**config.mk**
```make
export PLATFORM = sky130hd
export DESIGN_NAME = ring_dma_engine
export DESIGN_NICKNAME = d
export VERILOG_FILES = /design/src/rtl/ring_dma_pkg.sv /design/src/rtl/ring_dma_regs.sv /design/src/rtl/ring_dma_addr.sv /design/src/rtl/ring_dma_count.sv /design/src/rtl/ring_dma_irq.sv /design/src/rtl/ring_dma_engine.sv
export SDC_FILE = /design/constraint.sdc
export NUM_CORES = 1
export LEC_CHECK = 0
export BUFFER_PORTS_ARGS = -buffer_cell sky130_fd_sc_hd__buf_4
export CAP_MARGIN = 20
export CORE_ASPECT_RATIO = 2
export CORE_UTILIZATION = 60
export DETAILED_ROUTE_END_ITERATION = 16
export PLACE_DENSITY = 0.81
export SETUP_SLACK_MARGIN = 0.4
export SLEW_MARGIN = 30
export SYNTH_ARGS = -nofsm -noshare
export SYNTH_HDL_FRONTEND = slang
export SYNTH_SLANG_ARGS = --single-unit
```
**constraint.sdc**
```tcl
create_clock -name clk_i -period 4.5 [get_ports clk_i]
set_input_delay 0.9 -clock clk_i [delete_from_list [all_inputs] [get_ports clk_i]]
set_output_delay 0.9 -clock clk_i [all_outputs]
set_load 0.01 [all_outputs]
```
**src/rtl/ring_dma_pkg.sv**
```systemverilog
package ring_dma_pkg;
  localparam int NUM_IRQ  = 2;
  localparam int IRQ_PER  = 0;
  localparam int IRQ_WRAP = 1;
  localparam int THR_W    = 8;

  typedef enum logic [2:0] {
    RG_CTRL_A = 3'd0,
    RG_CTRL_B = 3'd1,
    RG_BASE   = 3'd2,
    RG_LAST   = 3'd3,
    RG_PERIOD = 3'd4,
    RG_INIT   = 3'd5,
    RG_STAT_A = 3'd6,
    RG_STAT_B = 3'd7
  } reg_idx_e;

  typedef enum logic [1:0] {
    PSEL_ADDR  = 2'd0,
    PSEL_COUNT = 2'd1,
    PSEL_LEVEL = 2'd2,
    PSEL_NONE  = 2'd3
  } ptr_sel_e;

  typedef struct packed {
    logic               dma_en;
    logic [NUM_IRQ-1:0] irq_en;
    logic [NUM_IRQ-1:0] irq_clr;
    logic [THR_W-1:0]   thr_code;
    ptr_sel_e           sel;
    logic               init_valid;
  } ctl_t;
endpackage

```
**src/rtl/ring_dma_regs.sv**
```systemverilog
module ring_dma_regs
  import ring_dma_pkg::*;
#(
  parameter int AW     = 32,
  parameter int DW     = 32,
  parameter int REG_AW = 5,
  parameter int CNT_W  = 16,
  parameter int LVL_W  = 9
) (
  input  logic               clk_i,
  input  logic               rst_ni,
  input  logic               we_i,
  input  logic [REG_AW-1:0]  addr_i,
  input  logic [DW-1:0]      wdata_i,
  output logic [DW-1:0]      rdata_o,
  input  logic [AW-1:0]      cur_addr_i,
  input  logic [CNT_W-1:0]   cur_cnt_i,
  input  logic [NUM_IRQ-1:0] status_i,
  input  logic [LVL_W-1:0]   level_i,
  output ctl_t               ctl_o,
  output logic [AW-1:0]      base_o,
  output logic [AW-1:0]      last_o,
  output logic [AW-1:0]      init_o,
  output logic [CNT_W-1:0]   period_o,
  output logic               arm_o
);
  reg_idx_e idx;
  assign idx = reg_idx_e'(addr_i[2 +: 3]);

  // base or initial address written: pointer reloads at next idle cycle
  assign arm_o = we_i && (idx == RG_BASE || idx == RG_INIT);

  always_ff @(posedge clk_i or negedge rst_ni) begin
    if (!rst_ni) begin
      ctl_o    <= '0;
      base_o   <= '0;
      last_o   <= '0;
      init_o   <= '0;
      period_o <= '0;
    end else if (we_i) begin
      unique case (idx)
        RG_CTRL_A: begin
          ctl_o.dma_en   <= wdata_i[0];
          ctl_o.irq_en   <= wdata_i[8 +: NUM_IRQ];
          ctl_o.thr_code <= wdata_i[16 +: THR_W];
        end
        RG_CTRL_B: begin
          ctl_o.irq_clr <= wdata_i[0 +: NUM_IRQ];
          ctl_o.sel     <= ptr_sel_e'(wdata_i[5:4]);
        end
        RG_BASE:   base_o   <= wdata_i[AW-1:0];
        RG_LAST:   last_o   <= wdata_i[AW-1:0];
        RG_PERIOD: period_o <= wdata_i[CNT_W-1:0];
        RG_INIT: begin
          init_o           <= wdata_i[AW-1:0];
          ctl_o.init_valid <= 1'b1;
        end
        default: ;
      endcase
    end
  end

  always_comb begin
    rdata_o = '0;
    unique case (idx)
      RG_CTRL_A: rdata_o = DW'(ctl_o.dma_en) | (DW'(ctl_o.irq_en) << 8)
                         | (DW'(ctl_o.thr_code) << 16);
      RG_CTRL_B: rdata_o = DW'(ctl_o.irq_clr) | (DW'(ctl_o.sel) << 4);
      RG_BASE:   rdata_o = DW'(base_o);
      RG_LAST:   rdata_o = DW'(last_o);
      RG_PERIOD: rdata_o = DW'(period_o);
      RG_INIT:   rdata_o = DW'(init_o);
      RG_STAT_A: rdata_o = DW'(status_i);
      RG_STAT_B: begin
        unique case (ctl_o.sel)
          PSEL_ADDR:  rdata_o = DW'(cur_addr_i);
          PSEL_COUNT: rdata_o = DW'(cur_cnt_i);
          PSEL_LEVEL: rdata_o = DW'(level_i);
          default:    rdata_o = '0;
        endcase
      end
      default: rdata_o = '0;
    endcase
  end
endmodule

```
**src/rtl/ring_dma_addr.sv**
```systemverilog
module ring_dma_addr #(
  parameter int AW          = 32,
  parameter int BURST_BYTES = 8
) (
  input  logic          clk_i,
  input  logic          rst_ni,
  input  logic          en_i,
  input  logic          fire_i,
  input  logic          arm_i,
  input  logic [AW-1:0] base_i,
  input  logic [AW-1:0] last_i,
  input  logic [AW-1:0] init_i,
  input  logic          init_valid_i,
  output logic [AW-1:0] ptr_o,
  output logic          wrap_o,
  output logic          load_o
);
  localparam logic [AW-1:0] STEP = AW'(BURST_BYTES);

  logic pend_q;
  logic at_last;

  assign at_last = (ptr_o == last_i);
  assign wrap_o  = fire_i && at_last;
  assign load_o  = !en_i && pend_q;

  always_ff @(posedge clk_i or negedge rst_ni) begin
    if (!rst_ni) begin
      ptr_o  <= '0;
      pend_q <= 1'b1;
    end else begin
      if (load_o) begin
        ptr_o <= init_valid_i ? init_i : base_i;
      end else if (fire_i) begin
        ptr_o <= at_last ? base_i : ptr_o + STEP;
      end
      if (arm_i)       pend_q <= 1'b1;
      else if (load_o) pend_q <= 1'b0;
    end
  end

  AST_STEP_FWD: assert property (@(posedge clk_i) disable iff (!rst_ni)
    (fire_i && !at_last) |=> (ptr_o == $past(ptr_o) + STEP));

  AST_WRAP_BASE: assert property (@(posedge clk_i) disable iff (!rst_ni)
    (fire_i && at_last) |=> (ptr_o == $past(base_i)));
endmodule

```
**src/rtl/ring_dma_count.sv**
```systemverilog
module ring_dma_count #(
  parameter int CNT_W = 16
) (
  input  logic             clk_i,
  input  logic             rst_ni,
  input  logic             clear_i,
  input  logic             fire_i,
  input  logic [CNT_W-1:0] period_i,
  output logic [CNT_W-1:0] cnt_o,
  output logic             tick_o
);
  logic [CNT_W:0] nxt;

  assign nxt    = {1'b0, cnt_o} + 1'b1;
  assign tick_o = fire_i && (period_i != '0) && (nxt >= {1'b0, period_i});

  always_ff @(posedge clk_i or negedge rst_ni) begin
    if (!rst_ni)      cnt_o <= '0;
    else if (clear_i) cnt_o <= '0;
    else if (tick_o)  cnt_o <= '0;
    else if (fire_i)  cnt_o <= nxt[CNT_W-1:0];
  end

  AST_PERIOD_RESTART: assert property (@(posedge clk_i) disable iff (!rst_ni)
    tick_o |=> (cnt_o == '0));
endmodule

```
**src/rtl/ring_dma_irq.sv**
```systemverilog
module ring_dma_irq #(
  parameter int N = 2
) (
  input  logic         clk_i,
  input  logic         rst_ni,
  input  logic [N-1:0] ev_i,
  input  logic [N-1:0] en_i,
  input  logic [N-1:0] clr_i,
  output logic [N-1:0] status_o,
  output logic         irq_o
);
  for (genvar i = 0; i < N; i++) begin : g_src
    always_ff @(posedge clk_i or negedge rst_ni) begin
      if (!rst_ni)                    status_o[i] <= 1'b0;
      else if (clr_i[i])              status_o[i] <= 1'b0;
      else if (ev_i[i] && en_i[i])    status_o[i] <= 1'b1;
    end
  end

  assign irq_o = |status_o;

  AST_CLR_HOLDS: assert property (@(posedge clk_i) disable iff (!rst_ni)
    (|clr_i) |=> ((status_o & $past(clr_i)) == '0));

  AST_MASKED_QUIET: assert property (@(posedge clk_i) disable iff (!rst_ni)
    (|(ev_i & ~en_i & ~status_o)) |=> ((status_o & ~$past(status_o) & ~$past(en_i)) == '0));
endmodule

```
**src/rtl/ring_dma_engine.sv**
```systemverilog
module ring_dma_engine
  import ring_dma_pkg::*;
#(
  parameter int AW          = 32,
  parameter int DW          = 32,
  parameter int REG_AW      = 5,
  parameter int BURST_BYTES = 8,
  parameter int FIFO_BYTES  = 256,
  parameter int CNT_W       = 16,
  parameter int LVL_W       = $clog2(FIFO_BYTES + 1)
) (
  input  logic              clk_i,
  input  logic              rst_ni,
  input  logic              reg_we_i,
  input  logic [REG_AW-1:0] reg_addr_i,
  input  logic [DW-1:0]     reg_wdata_i,
  output logic [DW-1:0]     reg_rdata_o,
  input  logic [LVL_W-1:0]  fifo_level_i,
  output logic              mem_req_o,
  output logic [AW-1:0]     mem_addr_o,
  input  logic              mem_gnt_i,
  output logic              irq_o
);
  localparam int BB_W  = $clog2(BURST_BYTES) + 1;
  localparam int THB_W = THR_W + BB_W + 1;
  localparam int CMP_W = (THB_W > LVL_W) ? THB_W : LVL_W;

  ctl_t               ctl;
  logic [AW-1:0]      base, last, init_a, ptr;
  logic [CNT_W-1:0]   period, cnt;
  logic [NUM_IRQ-1:0] status, events;
  logic               arm, wrap, load, tick, fire, req_q, below;
  logic [CMP_W-1:0]   thr_bytes;

  ring_dma_regs #(
    .AW(AW), .DW(DW), .REG_AW(REG_AW), .CNT_W(CNT_W), .LVL_W(LVL_W)
  ) u_regs (
    .clk_i, .rst_ni,
    .we_i       (reg_we_i),
    .addr_i     (reg_addr_i),
    .wdata_i    (reg_wdata_i),
    .rdata_o    (reg_rdata_o),
    .cur_addr_i (ptr),
    .cur_cnt_i  (cnt),
    .status_i   (status),
    .level_i    (fifo_level_i),
    .ctl_o      (ctl),
    .base_o     (base),
    .last_o     (last),
    .init_o     (init_a),
    .period_o   (period),
    .arm_o      (arm)
  );

  // threshold code is bursts minus one
  assign thr_bytes = (CMP_W'(ctl.thr_code) + 1'b1) * CMP_W'(BURST_BYTES);
  assign below     = CMP_W'(fifo_level_i) <= thr_bytes;

  always_ff @(posedge clk_i or negedge rst_ni) begin
    if (!rst_ni)                 req_q <= 1'b0;
    else if (!ctl.dma_en)        req_q <= 1'b0;
    else if (req_q && mem_gnt_i) req_q <= 1'b0;
    else if (!req_q && below)    req_q <= 1'b1;
  end

  assign mem_req_o  = req_q && ctl.dma_en;
  assign fire       = mem_req_o && mem_gnt_i;
  assign mem_addr_o = ptr;

  ring_dma_addr #(.AW(AW), .BURST_BYTES(BURST_BYTES)) u_addr (
    .clk_i, .rst_ni,
    .en_i         (ctl.dma_en),
    .fire_i       (fire),
    .arm_i        (arm),
    .base_i       (base),
    .last_i       (last),
    .init_i       (init_a),
    .init_valid_i (ctl.init_valid),
    .ptr_o        (ptr),
    .wrap_o       (wrap),
    .load_o       (load)
  );

  ring_dma_count #(.CNT_W(CNT_W)) u_count (
    .clk_i, .rst_ni,
    .clear_i  (load),
    .fire_i   (fire),
    .period_i (period),
    .cnt_o    (cnt),
    .tick_o   (tick)
  );

  always_comb begin
    events           = '0;
    events[IRQ_PER]  = tick;
    events[IRQ_WRAP] = wrap;
  end

  ring_dma_irq #(.N(NUM_IRQ)) u_irq (
    .clk_i, .rst_ni,
    .ev_i     (events),
    .en_i     (ctl.irq_en),
    .clr_i    (ctl.irq_clr),
    .status_o (status),
    .irq_o    (irq_o)
  );

  AST_REQ_HOLD: assert property (@(posedge clk_i) disable iff (!rst_ni)
    (mem_req_o && !mem_gnt_i && $past(ctl.dma_en)) |=> (mem_req_o || !ctl.dma_en));

  AST_ADDR_STABLE: assert property (@(posedge clk_i) disable iff (!rst_ni)
    (mem_req_o && !mem_gnt_i) |=> $stable(mem_addr_o));

  AST_NO_MOVE_OFF: assert property (@(posedge clk_i) disable iff (!rst_ni)
    (!ctl.dma_en && !load && !arm) |=> $stable(mem_addr_o));
endmodule

```
==> flow_metrics.tcl <==
set metrics [dict create \
    outcome "finished clean" \
    ys_warn_count 0 \
    maxCapViolations 0 \
    worst_pin_slew_ns 0.968 \
    synth.distinct_cells 63 \
    die_h_um 192 \
    relSlewSlack_pct 35.5 \
    synthToLayoutAreaGrowth_pct 14.4 \
    hold_ws_ns 0.420 \
    cts_tree "built" \
    most-common-layout-cells "179 x dfrtp_1, 133 x buf_4, 118 x mux2_2" \
    wirelength_um 35200 \
    cts_sinks 180 \
    hold_buffers 0 \
    numCtsBuffers 17 \
    grt_max_degree 81 \
    die_x_um 97.1 \
    period_share_pct 84.1 \
    vias 9676 \
    rsz0062_at_grt "no" \
    grt_pass1_wl_um 53500 \
    r2r_slack_ns 0.71 \
    dpl.hpwl_um 24600 \
    insertion_delay_ns 0.45 \
    cp.required_ns 4.82 \
    synth_cells 1080 \
    ys_seq_elements 180 \
    synth_area_um2 10800 \
    place_congestion 0.930 \
    gr-usage-all-layers_pct 38.0 \
    start_util_pct 61.3 \
    avgViaCountPerCell 7.00 \
    yosysTopAreaCellShare_pct 41.3 \
    die_area_um2 18700 \
    fillCellCount 1313 \
    cp_max_fo 12 \
    port_buffers 113 \
    final_common_cell "dfrtp_1" \
    crit_type "flop to flop" \
    fmax_mhz 264 \
    synth_edf_count 0 \
    ys.flop_type "dfrtp_1" \
    htree_num_levels 4 \
    drtIter0Drc 784 \
    async_flop_share_pct 100 \
    wl_per_cell_um 25.5 \
    synthesis.nets 1155 \
    p_leak_nw 5.60 \
    r2r-start "u_count.cnt_o[2]" \
    cts.reportedPaths.clkPinSlew_ns 0.07 \
    synth_area_leaders "dfrtp_1 41%, mux2_2 12%, mux2i_1 5.9%, xor2_1 3.4%, a21oi_1 3.0%" \
    dp_cells 1350 \
    nets 1231 \
    syn_avg_cell_area_um2 10.0 \
    reg2reg_depth 11 \
    ant_nets 0 \
    powerDensity_nw_per_um2 490 \
    antenna_found_initial 0 \
    total_power_mw 6.08 \
    core_area_um2 17700 \
    vdd_drop_max_mv 0.272 \
    pin_count 116 \
    antenna_cells 0 \
    drtPass1Iterations 5 \
    fp-row-count 69 \
    hold_path.class "primary input to asynchronous set/reset pin" \
    clock_skew_ns 0.0122 \
    instances_no_fill 1382 \
    min_period_ns 3.79 \
    seq_area_frac_synth_pct 41.5 \
    first_global_vias 9603 \
    fin_tns_setup_ns 0 \
    clockBufferDepth 2 \
    end_kind "flop" \
    reg2reg_to "u_count.cnt_o[2]" \
    setup_violations 0 \
    synth_top_area_cell "dfrtp_1" \
    startpoint_type "flop" \
    hold_viol_final 0 \
    drc 0 \
    drive_gt1_share_pct 26.9 \
    arrival_ns 4.11 \
    grt_overflow_total 0 \
    cts-root-buf "clkbuf_16" \
    drv_slew 0 \
]
==> worst max-delay path by stage <==
stage	startpoint	to	slack (ns)	cells after the start
5_1_grt	u_count.cnt_o[2]	u_count.cnt_o[2]	0.48	11
3_5_place_dp	u_count.cnt_o[2]	u_count.cnt_o[2]	0.69	11
6_report	u_count.cnt_o[2]	u_count.cnt_o[2]	0.71	11
2_1_floorplan	reg_addr_i[4]	reg_rdata_o[21]	1.05	9
4_1_cts	u_count.cnt_o[2]	u_count.cnt_o[2]	0.60	11
3_3_place_gp	u_count.cnt_o[2]	u_count.cnt_o[1]	0.83	11
==> critical path: stages, from the launching register on <==
cell	delay (ns)
dfrtp_1	0.57
and3_1	0.27
and3_1	0.33
and4_1	0.39
nand3_1	0.14
xnor2_1	0.17
ha_1	0.31
nand3_1	0.09
a2111oi_0	0.46
o21a_2	0.44
o21bai_1	0.12
a311o_1	0.37
==> power breakdown <==
part / internal, mW / total (mW) / leakage [nW] / switching [mW]
Clock: 0.780 / 1.48 / 0.268 / 0.703
Combinational: 0.937 / 1.99 / 3.16 / 1.06
Sequential: 2.01 / 2.61 / 2.17 / 0.601
==> cells by family (layout without fill, tap and decap cells) <==
kind of cell | Yosys count | after routing | synth area share [%]
adder cells (fa/ha/maj) | 25 | 25 | 2.88
XOR/XNOR | 55 | 55 | 4.44
multiplexers | 184 | 184 | 18.5
AND/OR/NAND/NOR | 262 | 262 | 12.0
buffers and inverters | 110 | 199 | 4.38
AO/OA/AOI/OAI | 264 | 264 | 16.3
flip-flops | 180 | 180 | 41.5
==> cell type report <==
| type | count | area, um^2 | share of cell area, % |
|---|---|---|---|
| multi-input cells | 790 | 5900 | 47.5 |
| repair buffers | 136 | 1050 | 8.46 |
| clock inverters | 14 | 144 | 1.16 |
| well taps | 213 | 267 | 2.15 |
| clock buffers | 18 | 429 | 3.46 |
| flip-flops and latches | 180 | 4510 | 36.3 |
| inverters | 31 | 116 | 0.938 |
==> what timing repair did <==
action,CTS,global route
setup endpoints to repair,0,11
resized for setup,0,1
buffers inserted,0,0
==> layer usage <==
layer,routed length (um),vias to the layer above,global-route usage (%)
met3,2760,209,6.15
li1,-,4126,-
met4,3220,0,33.3
met5,0,-,0
met2,17600,614,63.8
met1,11600,4727,41.5
==> flip-flops by register name (all words and copies together) (netlist names) <==
signal / count
req_q: 1
u_addr.pend_q: 1
u_addr.ptr_o: 32
u_count.cnt_o: 16
u_irq.status_o: 2
u_regs.base_o: 32
u_regs.ctl_o: 16
u_regs.init_o: 32
u_regs.last_o: 32
u_regs.period_o: 16
==> per-stage QoR <==
step | area (um^2) | utilization (%) | worst slack, ns
final | 12400 | 70.1 | 0.715
after global routing | 12400 | 70.1 | 0.485
after CTS | 12400 | 70.1 | 0.600
after detailed placement | 11800 | 66.9 | 0.685
after global placement | 11800 | 66.9 | 0.834
after floorplan | 10800 | - | 1.05
==> cell usage after synthesis, drive strengths merged (2+ instances only) <==
| master | count |
|---|---|
| a22o | 11 |
| buf | 27 |
| a21o | 6 |
| nand3 | 26 |
| mux2i | 64 |
| o31ai | 4 |
| nand2b | 7 |
| a21oi | 65 |
| dfrtp | 179 |
| nand4 | 14 |
| nor2b | 7 |
| o22ai | 21 |
| xnor2 | 13 |
| o21bai | 2 |
| or2 | 4 |
| o22a | 13 |
| o221ai | 13 |
| and3 | 14 |
| o21a | 3 |
| a311oi | 5 |
| a211oi | 4 |
| a221oi | 5 |
| nor4 | 18 |
| xor2 | 42 |
| nor3b | 2 |
| a31oi | 11 |
| inv | 31 |
| and4 | 4 |
| clkbuf | 52 |
| a22oi | 21 |
| nor3 | 14 |
| mux2 | 119 |
| o21ai | 54 |
| and2 | 6 |
| o211ai | 7 |
| nand2 | 68 |
| o31a | 3 |
| ha | 25 |
| nor2 | 74 |
| a221o | 8 |
| nor4b | 3 |
Note: power is estimated with default switching activity, not from simulation.
